## src/rtl/scl_adm_pkg.sv

```systemverilog
package scl_adm_pkg;

   typedef enum logic [2:0] {
      ADM_OK        = 3'd0,
      ADM_INTERLACE = 3'd1,
      ADM_YUV_SMALL = 3'd2,
      ADM_RANGE     = 3'd3,
      ADM_PIPE_SRC  = 3'd4
   } adm_code_e;

   typedef enum logic [1:0] {
      GEN_A = 2'd0,
      GEN_B = 2'd1,
      GEN_C = 2'd2,
      GEN_D = 2'd3
   } adm_gen_e;

endpackage

```

## src/rtl/scl_adm_limits.sv

```systemverilog
module scl_adm_limits #(
   parameter int unsigned DIM_W     = 14,
   parameter int unsigned A_SRC_W   = 4096,
   parameter int unsigned A_SRC_H   = 4096,
   parameter int unsigned A_DST_W   = 4096,
   parameter int unsigned A_DST_H   = 4096,
   parameter int unsigned B_SRC_W   = 5120,
   parameter int unsigned B_SRC_H   = 4096,
   parameter int unsigned B_DST_W   = 5120,
   parameter int unsigned B_DST_H   = 4096,
   parameter int unsigned C_SRC_W   = 5120,
   parameter int unsigned C_SRC_H   = 8192,
   parameter int unsigned C_DST_W   = 8192,
   parameter int unsigned C_DST_H   = 8192,
   parameter int unsigned D_SRC_W   = 4096,
   parameter int unsigned D_SRC_H   = 8192,
   parameter int unsigned D_DST_W   = 8192,
   parameter int unsigned D_DST_H   = 8192
) (
   input  logic [1:0]       gen_sel,
   output logic [DIM_W-1:0] max_src_w,
   output logic [DIM_W-1:0] max_src_h,
   output logic [DIM_W-1:0] max_dst_w,
   output logic [DIM_W-1:0] max_dst_h
);
   import scl_adm_pkg::*;

   localparam int unsigned DIM_MAX = (1 << DIM_W) - 1;

   if (A_SRC_W > DIM_MAX || A_SRC_H > DIM_MAX || A_DST_W > DIM_MAX || A_DST_H > DIM_MAX ||
       B_SRC_W > DIM_MAX || B_SRC_H > DIM_MAX || B_DST_W > DIM_MAX || B_DST_H > DIM_MAX ||
       C_SRC_W > DIM_MAX || C_SRC_H > DIM_MAX || C_DST_W > DIM_MAX || C_DST_H > DIM_MAX ||
       D_SRC_W > DIM_MAX || D_SRC_H > DIM_MAX || D_DST_W > DIM_MAX || D_DST_H > DIM_MAX)
   begin : g_bad_limit
      $error("scl_adm_limits: a limit does not fit in DIM_W bits");
   end

   always_comb begin
      unique case (adm_gen_e'(gen_sel))
         GEN_A: begin
            max_src_w = DIM_W'(A_SRC_W);
            max_src_h = DIM_W'(A_SRC_H);
            max_dst_w = DIM_W'(A_DST_W);
            max_dst_h = DIM_W'(A_DST_H);
         end
         GEN_B: begin
            max_src_w = DIM_W'(B_SRC_W);
            max_src_h = DIM_W'(B_SRC_H);
            max_dst_w = DIM_W'(B_DST_W);
            max_dst_h = DIM_W'(B_DST_H);
         end
         GEN_C: begin
            max_src_w = DIM_W'(C_SRC_W);
            max_src_h = DIM_W'(C_SRC_H);
            max_dst_w = DIM_W'(C_DST_W);
            max_dst_h = DIM_W'(C_DST_H);
         end
         default: begin
            max_src_w = DIM_W'(D_SRC_W);
            max_src_h = DIM_W'(D_SRC_H);
            max_dst_w = DIM_W'(D_DST_W);
            max_dst_h = DIM_W'(D_DST_H);
         end
      endcase
   end

endmodule

```

## src/rtl/scl_adm_decide.sv

```systemverilog
module scl_adm_decide #(
   parameter int unsigned DIM_W   = 14,
   parameter int unsigned MIN_DIM = 8,
   parameter int unsigned YUV_MIN = 16
) (
   input  logic [DIM_W-1:0] src_w,
   input  logic [DIM_W-1:0] src_h,
   input  logic [DIM_W-1:0] dst_w,
   input  logic [DIM_W-1:0] dst_h,
   input  logic [DIM_W-1:0] pipe_w,
   input  logic [DIM_W-1:0] pipe_h,
   input  logic [DIM_W-1:0] max_src_w,
   input  logic [DIM_W-1:0] max_src_h,
   input  logic [DIM_W-1:0] max_dst_w,
   input  logic [DIM_W-1:0] max_dst_h,
   input  logic             semiplanar,
   input  logic             interlaced,
   input  logic             release_req,
   input  logic             need_hint,
   output logic             do_release,
   output logic             do_grant,
   output logic [2:0]       code
);
   import scl_adm_pkg::*;

   localparam logic [DIM_W-1:0] MIN_V = DIM_W'(MIN_DIM);
   localparam logic [DIM_W-1:0] YUV_V = DIM_W'(YUV_MIN);

   logic scale_req;
   logic yuv_small;
   logic under_min;
   logic over_max;
   logic pipe_big;

   // all comparators run in parallel; only the selection below is ordered
   assign scale_req = need_hint || (src_w != dst_w) || (src_h != dst_h);
   assign yuv_small = semiplanar && ((src_w < YUV_V) || (src_h < YUV_V));
   assign under_min = (src_w < MIN_V) || (src_h < MIN_V) ||
                      (dst_w < MIN_V) || (dst_h < MIN_V);
   assign over_max  = (src_w > max_src_w) || (src_h > max_src_h) ||
                      (dst_w > max_dst_w) || (dst_h > max_dst_h);
   assign pipe_big  = (pipe_w > max_src_w) || (pipe_h > max_src_h);

   always_comb begin
      do_release = 1'b0;
      do_grant   = 1'b0;
      code       = ADM_OK;
      if (release_req || !scale_req) begin
         do_release = 1'b1;
      end else if (interlaced) begin
         code = ADM_INTERLACE;
      end else if (yuv_small) begin
         code = ADM_YUV_SMALL;
      end else if (under_min || over_max) begin
         code = ADM_RANGE;
      end else if (pipe_big) begin
         code = ADM_PIPE_SRC;
      end else begin
         do_grant = 1'b1;
      end
   end

endmodule

```

## src/rtl/scl_adm_mask.sv

```systemverilog
module scl_adm_mask #(
   parameter int unsigned NUM_USERS = 8,
   localparam int unsigned USER_W   = $clog2(NUM_USERS)
) (
   input  logic                 clk,
   input  logic                 rst,
   input  logic                 set_en,
   input  logic                 clr_en,
   input  logic [USER_W-1:0]    user,
   output logic [NUM_USERS-1:0] mask
);

   for (genvar i = 0; i < NUM_USERS; i++) begin : g_bit
      logic hold_q;
      logic hit;
      assign hit = (user == USER_W'(i));
      always_ff @(posedge clk) begin
         if (rst) begin
            hold_q <= 1'b0;
         end else if (hit && set_en) begin
            hold_q <= 1'b1;
         end else if (hit && clr_en) begin
            hold_q <= 1'b0;
         end
      end
      assign mask[i] = hold_q;
   end

endmodule

```

## src/rtl/scl_adm.sv

```systemverilog
module scl_adm #(
   parameter int unsigned NUM_USERS = 8,
   parameter int unsigned DIM_W     = 14,
   parameter int unsigned MIN_DIM   = 8,
   parameter int unsigned YUV_MIN   = 16,
   localparam int unsigned USER_W   = $clog2(NUM_USERS)
) (
   input  logic                 clk,
   input  logic                 rst,
   input  logic                 req_valid,
   input  logic [USER_W-1:0]    req_user,
   input  logic [DIM_W-1:0]     req_src_w,
   input  logic [DIM_W-1:0]     req_src_h,
   input  logic [DIM_W-1:0]     req_dst_w,
   input  logic [DIM_W-1:0]     req_dst_h,
   input  logic [DIM_W-1:0]     pipe_src_w,
   input  logic [DIM_W-1:0]     pipe_src_h,
   input  logic                 fmt_semiplanar,
   input  logic                 mode_interlaced,
   input  logic                 force_release,
   input  logic                 need_scale,
   input  logic [1:0]           gen_sel,
   output logic                 resp_valid,
   output logic                 resp_accept,
   output logic [2:0]           resp_code,
   output logic [NUM_USERS-1:0] user_mask
);

   if (NUM_USERS < 2 || NUM_USERS > 8 || (1 << USER_W) != NUM_USERS) begin : g_bad_users
      $error("scl_adm: NUM_USERS must be 2, 4 or 8");
   end
   if (DIM_W < 14 || DIM_W > 16) begin : g_bad_dim
      $error("scl_adm: DIM_W must hold 8192 and stay within 16 bits");
   end
   if (MIN_DIM < 1 || YUV_MIN < MIN_DIM) begin : g_bad_min
      $error("scl_adm: minimum sizes inconsistent");
   end

   logic [DIM_W-1:0] lim_src_w, lim_src_h, lim_dst_w, lim_dst_h;
   logic             dec_release, dec_grant;
   logic [2:0]       dec_code;

   scl_adm_limits #(.DIM_W(DIM_W)) u_limits (
      .gen_sel   (gen_sel),
      .max_src_w (lim_src_w),
      .max_src_h (lim_src_h),
      .max_dst_w (lim_dst_w),
      .max_dst_h (lim_dst_h)
   );

   scl_adm_decide #(
      .DIM_W   (DIM_W),
      .MIN_DIM (MIN_DIM),
      .YUV_MIN (YUV_MIN)
   ) u_decide (
      .src_w       (req_src_w),
      .src_h       (req_src_h),
      .dst_w       (req_dst_w),
      .dst_h       (req_dst_h),
      .pipe_w      (pipe_src_w),
      .pipe_h      (pipe_src_h),
      .max_src_w   (lim_src_w),
      .max_src_h   (lim_src_h),
      .max_dst_w   (lim_dst_w),
      .max_dst_h   (lim_dst_h),
      .semiplanar  (fmt_semiplanar),
      .interlaced  (mode_interlaced),
      .release_req (force_release),
      .need_hint   (need_scale),
      .do_release  (dec_release),
      .do_grant    (dec_grant),
      .code        (dec_code)
   );

   scl_adm_mask #(.NUM_USERS(NUM_USERS)) u_mask (
      .clk    (clk),
      .rst    (rst),
      .set_en (req_valid && dec_grant),
      .clr_en (req_valid && dec_release),
      .user   (req_user),
      .mask   (user_mask)
   );

   always_ff @(posedge clk) begin
      if (rst) begin
         resp_valid  <= 1'b0;
         resp_accept <= 1'b0;
         resp_code   <= 3'd0;
      end else begin
         resp_valid <= req_valid;
         if (req_valid) begin
            resp_accept <= dec_grant || dec_release;
            resp_code   <= dec_code;
         end
      end
   end

endmodule

```

## config.mk

```make
export PLATFORM = sky130hd
export DESIGN_NAME = scl_adm
export DESIGN_NICKNAME = d
export VERILOG_FILES = /design/src/rtl/scl_adm_pkg.sv /design/src/rtl/scl_adm_limits.sv /design/src/rtl/scl_adm_decide.sv /design/src/rtl/scl_adm_mask.sv /design/src/rtl/scl_adm.sv
export SDC_FILE = /design/constraint.sdc
export NUM_CORES = 1
export LEC_CHECK = 0
export BUFFER_PORTS_ARGS = -buffer_cell sky130_fd_sc_hd__buf_2
export CORE_MARGIN = 1
export CORE_UTILIZATION = 40
export CTS_CLUSTER_DIAMETER = 60
export DETAILED_ROUTE_END_ITERATION = 6
export SYNTH_ARGS = -nofsm -noshare
export SYNTH_HDL_FRONTEND = slang
export SYNTH_HIERARCHICAL = 1
export SYNTH_SLANG_ARGS = --single-unit
```

## constraint.sdc

```tcl
create_clock -name clk -period 5.9 [get_ports clk]
set_input_delay 1.18 -clock clk [delete_from_list [all_inputs] [get_ports clk]]
set_output_delay 1.18 -clock clk [all_outputs]
set_load 0.05 [all_outputs]
```

==> metrics.csv <==
stage,metric,value,unit
placed_design,HPWL Detailed,7.90,mm
synthesis,"EDFF count, synth",0,
detailed_routing,post-DR wirelength/cell,13.1,um
detailed_routing,DRC viols,0,
worst_setup_path,Crit. path cell count,14,
placed_design,RD Place Congestion,0.932,
sta,RSZ-0062 raised after global routing,no,
flow_run,max capacitance violation total,0,
worst_setup_path,CP startpoint kind,input pin,
worst_setup_path,Critical path origin,gen_sel[0],
detailed_routing,drt first pass iters,4,
synthesis,top-count cell post-synth,ha_1,
placed_design,I/O Buffers,108,
worst_setup_path,crit path buf inv count,3,
detailed_routing,initial DRC count,129,
layout,share of cells above drive strength 1,0.212,
clock_network,Skew-Pair Late Insertion Delay,0.24,ns
sta,"Hold Vio Cnt, Final",0,
die,Die H,97.2,um
global_route,first-pass GRT wire length,14.4,mm
detailed_routing,Via-to-Cell Ratio,4.99,
power,maximum VDD drop,0.0598,mV
worst_hold_path,Hold Path Class,register to register,
clock_network,CTS buffer count,3,
worst_hold_path,hold-critical path depth,2,
synthesis,synthesized cell area,3620,um2
global_route,initial antenna violation count,0,
synthesis,synth top area cells,"ha_1, buf_4, dfxtp_1",
worst_setup_path,Worst Path Required,6.07,ns
die,FP Rows,34,
synthesis,average cell area after synthesis,7.81,um2
clock_network,CTS Buffer Depth,2,
power,Tot Pwr,0.407,mW
placed_design,placed instance count,661,
synthesis,Netlist cell types,56,
clock_network,post-CTS setup buffer count,0,
global_route,vias in the first global route,3144,
worst_setup_path,CP Data Arrival Time,4.22,ns
clock_network,CTS H-tree lvls,1,
layout,fin cells,665,
sta,# setup viols final,0,
sta,Final Cycle Share,0.686,
clock_network,clk sink count,13,
detailed_routing,Vias,3321,
worst_setup_path,FF-to-FF Start,u_mask/g_bit[7].hold_q,
layout,Antenna Cells,0,
sta,final slew viol count,0,
die,starting density of the core,0.413,
worst_setup_path,CP Max Fanout,6,
detailed_routing,routed wire length,8.73,mm
sta,TNS Setup,0,ns
worst_setup_path,Top delay family on crit path,simple AND/OR/NAND/NOR gates,
sta,min cycle time layout,4.05,ns
worst_setup_path,worst path cell trace,buf_2 -> inv_1 -> ha_1 -> nor2_1 -> inv_1 -> ha_1 -> nand4_1 -> or3_1 -> o22a_1 -> nor4b_2 -> and4_1 -> and2_2 -> or4b_1 -> o22ai_1,
sta,Worst Skew,0,ns
global_route,Global Route Usage Sum,0.184,
die,Die ar.,9440,um2
die,Ports,109,
synthesis,"FFs w/ async S/R, synth",0,
global_route,grt total ovfl,0,
worst_setup_path,worst r2r dst,u_mask/g_bit[7].hold_q,
clock_network,"Gates resized, CTS repair",0,
synthesis,Commonest cells post-synth,"ha_1, inv_1, buf_4",
clock_network,CTS tree,yes,
synthesis,number of synthesized register bits,13,
worst_setup_path,Slowest Stage Delay on Critical Path,0.44,ns
synthesis,cell taking the most area after synthesis,ha_1,
power,Leak,2.02,nW
worst_setup_path,CP Capture Type,register,
status,outcome,finished clean,
layout,Area Growth Syn to Fin,11.4,%
worst_setup_path,CP max stage cell,or4b_1,
worst_setup_path,Critical Path End,u_mask/g_bit[0].hold_q,
synthesis,"Seq/Total Area, Yosys",0.0718,
global_route,largest net degree at the start of global routing,20,
die,Core Area,8760,um2
clock_network,cts-stage hold buffer count,0,
worst_setup_path,R2R Setup Slk,5.17,ns
synthesis,Syn. warnings,6,
detailed_routing,DRT antenna net count,0,
die,Die X,97.2,um
worst_setup_path,Worst Reg-to-Reg Cells,2,
sta,Max Freq,247,MHz
power,Power Dens Cells,101,nW/um2
synthesis,top-area cell type share of the netlist area,0.301,
worst_setup_path,Crit Path Category,input pin to register,
sta,measured slew at the worst slew-check pin,0.533,ns
clock_network,CTS root buffer,clkbuf_8,
synthesis,"Primary FF master, synth",dfxtp_1,
synthesis,Post-Syn Instances,464,
clock_network,"Clk pin slew, worst setup/hold paths",0.05,ns
layout,nets,741,
sta,Slew HR,0.641,
routing by layer:
layer,share of wire,up-vias,track usage
met5,0,-,0
met4,0.0070,0,0.0241
met3,0.062,6,0.0201
met2,0.46,114,0.324
met1,0.47,1465,0.246
li1,-,1736,-
where the power goes:
group	switching (mW)	leakage, nW	internal (mW)
registers	0.000945	0.106	0.0897
clock network	0.0297	0.0228	0.0476
logic	0.133	1.89	0.106
state kept, by name (all words and copies together) (netlist names):
name,flops
resp_code,3
u_mask/g_bit.hold_q,8
resp_valid,1
resp_accept,1
logic make-up after synthesis:
| logic type | share of synthesized area |
|---|---|
| muxes | 0.00829 |
| buffers and inverters | 0.203 |
| xor gates and xnor gates | 0.0677 |
| and+or+nand+nor | 0.203 |
| DFF | 0.0718 |
| AOI/OAI and AO/OA | 0.144 |
| other | 0.00207 |
| adders and majority gates | 0.301 |
worst min-delay path: stages (launching register included):
cell      delay, ns
dfxtp_1        0.30
nand2b_1       0.06
o22ai_1        0.05
cells in the final DEF, fill, tap and decap left out, types with 13 or more instances in the layout:
master	netlist	final
buf_2	2	108
ha_1	87	87
inv_1	68	68
conb_1	2	48
a21oi_1	29	29
xnor2_1	19	19
nand4_1	18	18
nand2_1	16	16
nor2_1	15	15
nand3_1	15	15
nor4_1	14	14
dfxtp_1	13	13
worst min path at each step:
stage	start	end	slack [ns]
2_1_floorplan	u_mask/g_bit[5].hold_q	u_mask/g_bit[5].hold_q	0.45
3_3_place_gp	u_mask/g_bit[0].hold_q	u_mask/g_bit[0].hold_q	0.46
3_5_place_dp	u_mask/g_bit[0].hold_q	u_mask/g_bit[0].hold_q	0.46
4_1_cts	u_mask/g_bit[0].hold_q	u_mask/g_bit[0].hold_q	0.47
5_1_grt	u_mask/g_bit[0].hold_q	u_mask/g_bit[0].hold_q	0.49
6_report	u_mask/g_bit[0].hold_q	u_mask/g_bit[0].hold_q	0.47
layout make-up:
| cell class | instances | area, um2 |
|---|---|---|
| clock buffer | 4 | 45.0 |
| timing repair buffer | 108 | 541 |
| sequential | 13 | 260 |
| tap | 108 | 135 |
| inverter | 68 | 255 |
| fill | 932 | 4730 |
| multi-input combinational | 364 | 2800 |
per-stage QoR:
step | hold WS [ns] | cell area [um2] | setup WS (ns) | util
final | 0.468 | 4040 | 1.85 | 0.461
after detailed placement | 0.461 | 3990 | 1.61 | 0.455
after CTS | 0.470 | 4040 | 1.85 | 0.461
after floorplan | 0.449 | 3790 | 1.86 | -
after global routing | 0.489 | 4040 | 1.61 | 0.461
after global placement | 0.463 | 3990 | 1.66 | 0.455
(Power assumes the default switching activity.)
